**config.mk**
```make
export PLATFORM = sky130hd
export DESIGN_NAME = i2c_strap_slave
export DESIGN_NICKNAME = d
export VERILOG_FILES = /design/src/rtl/i2c_strap_pkg.sv /design/src/rtl/i2c_line_sync.sv /design/src/rtl/i2c_holdoff_timer.sv /design/src/rtl/i2c_slave_core.sv /design/src/rtl/i2c_strap_slave.sv
export SDC_FILE = /design/constraint.sdc
export NUM_CORES = 1
export LEC_CHECK = 0
export BUFFER_PORTS_ARGS = -buffer_cell sky130_fd_sc_hd__buf_2
export CAP_MARGIN = 10
export CORE_ASPECT_RATIO = 1.25
export CORE_UTILIZATION = 44
export CTS_BUF_LIST = sky130_fd_sc_hd__clkbuf_8
export DETAILED_ROUTE_END_ITERATION = 10
export PLACE_DENSITY = 0.69
export SLEW_MARGIN = 20
export SYNTH_ARGS = -nofsm -noshare
export SYNTH_HDL_FRONTEND = slang
export SYNTH_SLANG_ARGS = --single-unit
export TNS_END_PERCENT = 1
```
**constraint.sdc**
```tcl
create_clock -name clk -period 2.9 [get_ports clk]
set_input_delay 0.58 -clock clk [delete_from_list [all_inputs] [get_ports clk]]
set_output_delay 0.58 -clock clk [all_outputs]
set_load 0.02 [all_outputs]
```
**src/rtl/i2c_strap_pkg.sv**
```systemverilog
package i2c_strap_pkg;

  localparam int ADDR_W = 7;
  localparam int BYTE_W = 8;

  typedef enum logic [2:0] {
    ST_IDLE,
    ST_ADDR,
    ST_AACK,
    ST_WBYTE,
    ST_WACK,
    ST_RBYTE,
    ST_RACK,
    ST_RNEXT
  } slv_state_e;

  // strap index is {A0, A1, A2}
  function automatic logic [ADDR_W-1:0] strap_to_addr(input logic [2:0] s);
    case (s)
      3'b000:  strap_to_addr = 7'b1100001;
      3'b001:  strap_to_addr = 7'b0101100;
      3'b010:  strap_to_addr = 7'b1100100;
      3'b011:  strap_to_addr = 7'b0101110;
      3'b100:  strap_to_addr = 7'b1100010;
      3'b101:  strap_to_addr = 7'b0101101;
      3'b110:  strap_to_addr = 7'b1100101;
      default: strap_to_addr = 7'b0101111;
    endcase
  endfunction

  // general call and 10-bit headers are refused whatever the own address
  function automatic logic addr_ok(input logic [ADDR_W-1:0] hdr,
                                   input logic [ADDR_W-1:0] own);
    logic reserved;
    reserved = (hdr == '0) || (hdr[ADDR_W-1:2] == 5'b11110);
    addr_ok  = !reserved && (hdr == own);
  endfunction

endpackage

```
**src/rtl/i2c_line_sync.sv**
```systemverilog
module i2c_line_sync #(
  parameter int LINES  = 2,
  parameter int STAGES = 2
) (
  input  logic             clk,
  input  logic             rst_n,
  input  logic [LINES-1:0] din,
  output logic [LINES-1:0] lvl,
  output logic [LINES-1:0] rise,
  output logic [LINES-1:0] fall
);
  localparam int PW = STAGES + 1;

  for (genvar g = 0; g < LINES; g++) begin : g_line
    logic [PW-1:0] pipe;
    always_ff @(posedge clk or negedge rst_n) begin
      if (!rst_n) pipe <= '1;
      else        pipe <= {pipe[PW-2:0], din[g]};
    end
    assign lvl[g]  = pipe[STAGES-1];
    assign rise[g] = pipe[STAGES-1] & ~pipe[STAGES];
    assign fall[g] = ~pipe[STAGES-1] & pipe[STAGES];
  end
endmodule

```
**src/rtl/i2c_holdoff_timer.sv**
```systemverilog
module i2c_holdoff_timer #(
  parameter int HOLDOFF_CYCLES = 31250
) (
  input  logic clk,
  input  logic rst_n,
  output logic done
);
  localparam int CW = $clog2(HOLDOFF_CYCLES + 1) + 1;
  localparam logic [CW-1:0] LIMIT = CW'(HOLDOFF_CYCLES);

  logic [CW-1:0] cnt;

  always_ff @(posedge clk or negedge rst_n) begin
    if (!rst_n)            cnt <= '0;
    else if (cnt != LIMIT) cnt <= cnt + 1'b1;
  end

  assign done = (cnt == LIMIT);
endmodule

```
**src/rtl/i2c_slave_core.sv**
```systemverilog
module i2c_slave_core
  import i2c_strap_pkg::*;
(
  input  logic              clk,
  input  logic              rst_n,
  input  logic              en,
  input  logic [ADDR_W-1:0] own_addr,
  input  logic              scl_lvl,
  input  logic              scl_rise,
  input  logic              scl_fall,
  input  logic              sda_lvl,
  input  logic              start_ev,
  input  logic              stop_ev,
  input  logic [BYTE_W-1:0] rd_data,
  output logic [BYTE_W-1:0] wr_data,
  output logic              wr_valid,
  output logic              rd_req,
  output logic              sda_oe
);
  slv_state_e        state;
  logic [2:0]        bitcnt;
  logic [BYTE_W-1:0] shreg;
  logic [BYTE_W-1:0] tx;
  logic              rw_q;
  logic              drive_q;

  wire               last_bit = (bitcnt == 3'd7);
  wire [BYTE_W-1:0]  rx_byte  = {shreg[BYTE_W-2:0], sda_lvl};

  always_ff @(posedge clk or negedge rst_n) begin
    if (!rst_n) begin
      state    <= ST_IDLE;
      bitcnt   <= '0;
      shreg    <= '0;
      tx       <= '0;
      rw_q     <= 1'b0;
      drive_q  <= 1'b0;
      wr_data  <= '0;
      wr_valid <= 1'b0;
      rd_req   <= 1'b0;
    end else begin
      wr_valid <= 1'b0;
      rd_req   <= 1'b0;
      if (!en) begin
        state   <= ST_IDLE;
        drive_q <= 1'b0;
      end else if (start_ev) begin
        state   <= ST_ADDR;
        bitcnt  <= '0;
        drive_q <= 1'b0;
      end else if (stop_ev) begin
        state   <= ST_IDLE;
        drive_q <= 1'b0;
      end else begin
        case (state)
          ST_ADDR: if (scl_rise) begin
            shreg  <= rx_byte;
            bitcnt <= bitcnt + 1'b1;
            if (last_bit) begin
              if (addr_ok(shreg[ADDR_W-1:0], own_addr)) begin
                rw_q   <= sda_lvl;
                rd_req <= sda_lvl;
                state  <= ST_AACK;
              end else begin
                state  <= ST_IDLE;
              end
            end
          end
          ST_AACK: if (scl_fall) begin
            if (!drive_q) drive_q <= 1'b1;
            else begin
              bitcnt <= '0;
              if (rw_q) begin
                tx      <= rd_data;
                drive_q <= ~rd_data[BYTE_W-1];
                state   <= ST_RBYTE;
              end else begin
                drive_q <= 1'b0;
                state   <= ST_WBYTE;
              end
            end
          end
          ST_WBYTE: if (scl_rise) begin
            shreg  <= rx_byte;
            bitcnt <= bitcnt + 1'b1;
            if (last_bit) begin
              wr_data  <= rx_byte;
              wr_valid <= 1'b1;
              state    <= ST_WACK;
            end
          end
          ST_WACK: if (scl_fall) begin
            if (!drive_q) drive_q <= 1'b1;
            else begin
              drive_q <= 1'b0;
              bitcnt  <= '0;
              state   <= ST_WBYTE;
            end
          end
          ST_RBYTE: if (scl_fall) begin
            if (last_bit) begin
              drive_q <= 1'b0;
              state   <= ST_RACK;
            end else begin
              tx      <= {tx[BYTE_W-2:0], 1'b0};
              drive_q <= ~tx[BYTE_W-2];
              bitcnt  <= bitcnt + 1'b1;
            end
          end
          ST_RACK: if (scl_rise) begin
            if (!sda_lvl) begin
              rd_req <= 1'b1;
              state  <= ST_RNEXT;
            end else begin
              state  <= ST_IDLE;
            end
          end
          ST_RNEXT: if (scl_fall) begin
            tx      <= rd_data;
            drive_q <= ~rd_data[BYTE_W-1];
            bitcnt  <= '0;
            state   <= ST_RBYTE;
          end
          default: ;
        endcase
      end
    end
  end

  assign sda_oe = drive_q & en;

  // pulled low while SCL is high on the ninth pulse
  assert_ack_on_ninth_R2: assert property (@(posedge clk) disable iff (!rst_n)
    (en && scl_rise && (state == ST_AACK || state == ST_WACK)) |-> drive_q);

  // the pull-down only moves while SCL is low
  assert_sda_change_scl_low_R4: assert property (@(posedge clk) disable iff (!rst_n)
    (en && $past(en) && !$stable(drive_q)) |-> !scl_lvl);

  // write strobe lasts one cycle and comes with a completed byte
  assert_wr_pulse_R6: assert property (@(posedge clk) disable iff (!rst_n)
    wr_valid |=> !wr_valid);
  assert_wr_state_R6: assert property (@(posedge clk) disable iff (!rst_n)
    wr_valid |-> (state == ST_WACK || !en || state == ST_ADDR || state == ST_IDLE));

  // read request lasts one cycle and precedes transmission
  assert_rd_pulse_R7: assert property (@(posedge clk) disable iff (!rst_n)
    rd_req |=> !rd_req);

  // any START brings the header phase back at bit zero
  assert_restart_addr_R8: assert property (@(posedge clk) disable iff (!rst_n)
    (en && start_ev) |=> (state == ST_ADDR && bitcnt == 3'd0));
endmodule

```
**src/rtl/i2c_strap_slave.sv**
```systemverilog
module i2c_strap_slave
  import i2c_strap_pkg::*;
#(
  parameter int HOLDOFF_CYCLES = 31250,
  parameter int SYNC_STAGES    = 2
) (
  input  logic              clk,
  input  logic              rst_n,
  input  logic              scl_in,
  input  logic              sda_in,
  output logic              sda_oe,
  input  logic [2:0]        strap_a,
  input  logic              if_sel,
  output logic [BYTE_W-1:0] wr_data,
  output logic              wr_valid,
  output logic              rd_req,
  input  logic [BYTE_W-1:0] rd_data
);
  localparam int LN_SCL = 0;
  localparam int LN_SDA = 1;

  logic [1:0] lvl, rise, fall;
  logic       hold_done;
  logic       bus_en;
  logic       start_ev, stop_ev;

  i2c_line_sync #(.LINES(2), .STAGES(SYNC_STAGES)) u_sync (
    .clk  (clk),
    .rst_n(rst_n),
    .din  ({sda_in, scl_in}),
    .lvl  (lvl),
    .rise (rise),
    .fall (fall)
  );

  i2c_holdoff_timer #(.HOLDOFF_CYCLES(HOLDOFF_CYCLES)) u_hold (
    .clk  (clk),
    .rst_n(rst_n),
    .done (hold_done)
  );

  assign start_ev = fall[LN_SDA] & lvl[LN_SCL];
  assign stop_ev  = rise[LN_SDA] & lvl[LN_SCL];
  assign bus_en   = hold_done & ~if_sel;

  i2c_slave_core u_core (
    .clk     (clk),
    .rst_n   (rst_n),
    .en      (bus_en),
    .own_addr(strap_to_addr(strap_a)),
    .scl_lvl (lvl[LN_SCL]),
    .scl_rise(rise[LN_SCL]),
    .scl_fall(fall[LN_SCL]),
    .sda_lvl (lvl[LN_SDA]),
    .start_ev(start_ev),
    .stop_ev (stop_ev),
    .rd_data (rd_data),
    .wr_data (wr_data),
    .wr_valid(wr_valid),
    .rd_req  (rd_req),
    .sda_oe  (sda_oe)
  );

  // other interface selected means a silent bus pin
  assert_spi_silent_R9: assert property (@(posedge clk) disable iff (!rst_n)
    if_sel |-> !sda_oe);

  // nothing reaches the bus or the register side during hold-off
  assert_holdoff_quiet_R10: assert property (@(posedge clk) disable iff (!rst_n)
    !hold_done |-> !(sda_oe || wr_valid || rd_req));
endmodule

```
== After elaboration in Yosys (flattened, before gate mapping) ==
Cells that the tools add are included.

* Register bits: 54
* Bits in latches: 0
* Bits in writable memories: 0
* ROM bits: 0
* Input port bits: 16
* Output and inout port bits: 11
* Memories: 0

* Add/sub/neg operators: 2
* $mul: 0
* Divide/modulo/power cells: 0
* $lt $le $gt $ge: 0
* Equal/unequal tests: 45
* Shift operators: 0
* Mux-type cells: 63
* Bitwise operators: 17
* Reductions and logical operators: 16

{| class="wikitable"
|+ Operators with widths
! cell !! count
|-
| two-way mux 3 bit || 25
|-
| inequality test 5 bit (second input constant) || 12
|-
| case mux 7 bit (7 select lines) || 1
|-
| two-way mux 7 bit || 6
|-
| two-way mux 1 bit || 25
|-
| equality test 3 bit (second input constant) || 8
|-
| case mux 3 bit (7 select lines) || 1
|-
| case mux 7 bit (3 select lines) || 1
|-
| adder 16 x 1 -> 16 bit (second input constant) || 1
|-
| equality test 16 x 15 -> 1 bit (second input constant) || 1
|-
| inequality test 16 x 15 -> 1 bit (second input constant) || 1
|-
| AND reduction 13 bit || 1
|-
| equality test 3 x 2 -> 1 bit (second input constant) || 4
|-
| case mux 3 bit (4 select lines) || 1
|-
| inequality test 10 bit (second input constant) || 1
|-
| inequality test 2 x 1 -> 1 bit (second input constant) || 5
|-
| AND reduction 10 bit || 1
|-
| AND reduction 5 bit || 2
|-
| inequality test 3 x 1 -> 1 bit (second input constant) || 3
|-
| NOT 1 bit || 9
|-
| AND reduction 9 bit || 1
|-
| bitwise AND 1 bit || 8
|-
| equality test 7 bit || 1
|-
| zero test 7 bit || 1
|-
| other kinds (19) || 23
|}

== Logic depth before layout (Yosys ltp) ==
* Word-level depth: 11
* Mapped depth: 9
* Mapped depth without buffers: 8

== Hierarchy ==
A second synthesis with hierarchy kept.

* Cells, all modules: 260
* Area total of the unflattened synthesis: 2834.0 sq um

{| class="wikitable"
|+ Modules (own cells, without submodules)
! module !! times used !! cells an instance !! area an instance (sq um) !! seq. area each (sq um)
|-
| i2c_slave_core || 1 || 162 || 1722.9 || 800.8
|-
| i2c_holdoff_timer || 1 || 74 || 828.3 || 400.4
|-
| i2c_line_sync || 1 || 12 || 207.7 || 157.7
|-
| i2c_strap_slave || 1 || 12 || 75.1 || 0.0
|}

== Worst setup path after synthesis ==
OpenSTA, ideal clock, no wires.

* Path type: register to output
* From: register u_hold.cnt[0]
* To: output sda_oe
* Arrival: 1.845 ns
* Setup slack: 0.475 ns
* Stages on the path, launching flop included: 8
* Cells stage by stage: dfrtp_1 -> inv_1 -> ha_1 -> and4bb_1 -> nand4b_1 -> or2_2 -> clkbuf_1 -> nor3_1

* Cells in the longest elaborated chain, start to end: 3

{| class="wikitable"
|+ RTL lines
! item !! RTL line !! RTL
|-
| start, declared || i2c_holdoff_timer.sv:11 || <nowiki>logic [CW-1:0] cnt;</nowiki>
|-
| start signal, assigned || i2c_holdoff_timer.sv:15 || <nowiki>else if (cnt != LIMIT) cnt <= cnt + 1'b1;</nowiki>
|-
| equality test 16 x 15 -> 1 bit || i2c_holdoff_timer.sv:18 || <nowiki>assign done = (cnt == LIMIT);</nowiki>
|-
| bitwise AND 1 bit || i2c_strap_slave.sv:44 || <nowiki>assign bus_en = hold_done & ~if_sel;</nowiki>
|-
| bitwise AND 1 bit || i2c_slave_core.sv:130 || <nowiki>assign sda_oe = drive_q & en;</nowiki>
|-
| end, declared || i2c_strap_slave.sv:11 || <nowiki>output logic sda_oe,</nowiki>
|}

No other way between the ends.

== Worst setup path in the final report ==
Ends and elaborated chain as after synthesis.

==> results.md <==
- Status: complete, no violations
- Longest Clk Path Bufs: 2
- TritonCTS clock tree: yes
- Initial antenna violation count: 0
- Antenna violation net count after detailed routing: 0
- Number of instances in the synthesized netlist: 265
- DP Wirelength: 3780 um
- Hold bufs inserted after CTS: 0
- Switching share of total power: 21.4%
- LEAKAGE: around 1.4 nW
- Power per cell area: 425 nW/um^2
- Deepest level of the CTS H-tree: 2
- Clk Tree Root Cell: sky130_fd_sc_hd__clkbuf_8
- Chip width: 73.0 um
- Inserted Clock Buffers: 5
- Routability congestion estimate from global placement: 0.854
- Clock network power share: 38.4%
- Max cap viols: 0
- Per-cell via count in the routed design: 5.37
- Worst hold slack after final layout: about 340 ps
- Post-layout minimum cycle time: 2680 ps
- Net count after synthesis: 288
- Final Util: between 50 and 60%
- Number of enable flip-flop cells after synthesis: 0
- DRT iter0 DRCs: 100
- Num Clock Sinks: between 50 and 60
- Number of standard-cell rows in the floorplan: 31
- Distinct cell type count of the synthesized netlist: 46
- Total power of the final layout: 1.32 mW
- Effective utilization at floorplan: 46.7%
- Cell chain of the critical path: inv_1 > ha_1 > and4bb_1 > nand4b_1 > or2_2 > nor3_1 > buf_2
- Ant diodes: 0
- Mapped Avg Cell Area: 10.5 sq um
- Net load switching power: 282 uW
- Via count: 2012
- Required arrival time at the worst endpoint: 2320 ps
- Type of the worst setup path: flop to output pin
- Crit path buf inv count: 2
- Clock latency reported for the late side of the worst-skew pair: 310 ps
- Most used cells in the layout excluding fill and tap cells: sky130_fd_sc_hd__dfrtp_1 (48), sky130_fd_sc_hd__buf_2 (26), sky130_fd_sc_hd__nand2_1 (21)
- Post-cts resize count: 0
- Combinational share of power: 3.4%
- Cell family contributing the most delay on the critical path: simple AND/OR/NAND/NOR gates
- Data arrival at the endpoint of the critical path: roughly 2100 ps
- Peak supply drop: 0.335 mV
- DRC violations left: 0
- Die Area: 6620 sq um
- Largest net degree at the start of global routing: 38
- Most common cell after layout, fill and taps aside: sky130_fd_sc_hd__dfrtp_1
- PnR worst setup slack: approximately 220 ps
- Critical Path Slowest Stage Cell: sky130_fd_sc_hd__dfrtp_1
- Final Skew: 4.77 ps
- Io pins: 27
- Pre-CTS WS: 512 ps
- Number of synthesized register bits: 54
- Slew Limit Fails: 0
- First-pass detailed-route iteration total: 4
- Chip height: 90.7 um
- Worst relative slew slack: a little under half
- Max Freq: between 300 and 400 MHz
- Final setup violation count: 0
- Critical path launch point type: flop
- Path category of the worst min-delay check: primary input to async pin
- Final critical-path share of the clock period: 92.3%
- Stage delay of the slowest cell on the critical path: 420 ps
- Wirelength, routed: 5180 um
- Seq pwr share: approximately three fifths
- Setup Buffers After CTS: 0
- Setup repair after global routing missed its margin: no
- Yosys warning count: 0
- Fraction of registers with async set/reset: 100%
- CP Capture Type: output pin
- Total routing resource utilization after global routing: 17.3%
- Layout-stage area growth over the synthesis result: 11.8%
- Routed wire length per instance: 13.8 um
- Setup total negative slack: 0 ps
- Final global-route overflow total: 0
- Via count of the first global-routing pass: 1958
- Netlist area before placement: 2770 sq um
- First-pass GRT wire length: 9050 um
- Number of input and output port buffers inserted: 26
- Actual transition at the worst max-transition pin: between 700 and 800 ps
- Sequential-to-total area share from yosys stat: about half
- Number of hold violations in the final report: 0
- CP max FO: 6
- Commonest register cell after synthesis: sky130_fd_sc_hd__dfrtp_1
- Share of post-route cells with drive strength above 1: 23.2%
- Core region area: about 5900 sq um
- Internal Dissipation: 1.03 mW
- Number of nets in the layout: roughly 320
- Clock slew at reported path FFs: about 90 ps
cell families (layout without fill, tap and decap cells):
| family | after synthesis | after routing | synth area share [%] |
|---|---|---|---|
| buf+inv | 16 | 44 | 2.48 |
| mux | 24 | 24 | 9.44 |
| simple gates | 99 | 99 | 19.9 |
| flops | 54 | 54 | 49.0 |
| fa+ha+maj | 7 | 7 | 3.16 |
| xor+xnor | 17 | 17 | 5.37 |
| compound gates | 48 | 48 | 10.7 |
synth_stat cells, drive strengths merged, types with 5 or more instances:
cell | instances | area (sq um)
a21oi | 16 | 80.1
clkbuf | 7 | 26.3
dfrtp | 48 | 1200
dfstp | 6 | 158
ha | 7 | 87.6
inv | 7 | 26.3
mux2 | 17 | 191
mux2i | 7 | 70.1
nand2 | 21 | 78.8
nand2b | 6 | 37.5
nand3 | 12 | 60.1
nand4 | 5 | 31.3
nor2 | 16 | 62.6
nor2b | 7 | 43.8
nor3 | 7 | 35.0
nor4 | 6 | 43.8
o21ai | 13 | 65.1
xnor2 | 10 | 87.6
xor2 | 7 | 61.3
layer usage:
metal | share of wire, % | vias up | routed length, um | global-route usage [%]
li1 | - | 999 | - | -
met1 | 48 | 958 | 2460 | 23.3
met3 | 2.9 | 10 | 152 | 3.46
met2 | 48 | 45 | 2480 | 27.3
met5 | 0 | - | 0 | 0
met4 | 1.6 | 0 | 85 | 6.37
power by group through the flow:
stage	Combinational (mW)	Sequential, mW	Clock, mW
final	0.0446	0.765	0.506
after global routing	0.0517	0.766	0.546
after CTS	0.0461	0.765	0.519
after detailed placement	0.0460	0.780	0
after global placement	0.0448	0.779	0
after floorplan	0.0155	0.777	0
stage by stage:
| step | cells | instance area, sq um |
|---|---|---|
| global route | 375 | 3100 |
| global placement | 367 | 2980 |
| finish | 375 | 3100 |
| CTS | 375 | 3100 |
| detailed placement | 367 | 2980 |
| floorplan | 265 | 2770 |
final cells by class:
class	count	area (sq um)
Timing Repair Buffer	29	153
Fill cell	550	2840
Tap cell	82	103
Sequential cell	54	1360
Clock buffer	5	68.8
Multi-Input combinational cell	195	1340
Clock inverter	3	45.0
Inverter	7	26.3
registers in the layout, summed over array words and instances (netlist names), 3 cells and up:
register	count
u_hold.cnt	16
u_core.wr_data	8
u_core.shreg	7
u_core.tx	7
u_sync.g_line.pipe	6
u_core.bitcnt	3
u_core.state	3
worst reg2reg max path: stages, from the launching register on:
cell                       delay [ps]
sky130_fd_sc_hd__dfrtp_1          710
sky130_fd_sc_hd__inv_1            150
sky130_fd_sc_hd__ha_1             340
sky130_fd_sc_hd__o22ai_1           80
sky130_fd_sc_hd__a2111o_1         520
sky130_fd_sc_hd__a211o_1          300
sky130_fd_sc_hd__a21oi_1          130
final timing paths:
path | startpoint | to | slack (ps) | depth (start not counted)
max | u_hold.cnt[0]$_DFFE_PN0P_ | sda_oe | 220 | 7
min | rst_n | u_hold.cnt[1]$_DFFE_PN0P_ | 340 | 1
max reg2reg | u_core.state[2]$_DFFE_PN0P_ | u_core.state[1]$_DFFE_PN0P_ | 590 | 6
min reg2reg | u_sync.g_line[1].pipe[0]$_DFF_PN1_ | u_sync.g_line[1].pipe[1]$_DFF_PN1_ | 360 | 0
max in group asynchronous | rst_n | u_core.wr_data[4]$_DFFE_PN0P_ | 1820 | 2
min in group clk | scl_in | u_sync.g_line[0].pipe[0]$_DFF_PN1_ | 350 | 1
Power figures use the tool's default switching activity.
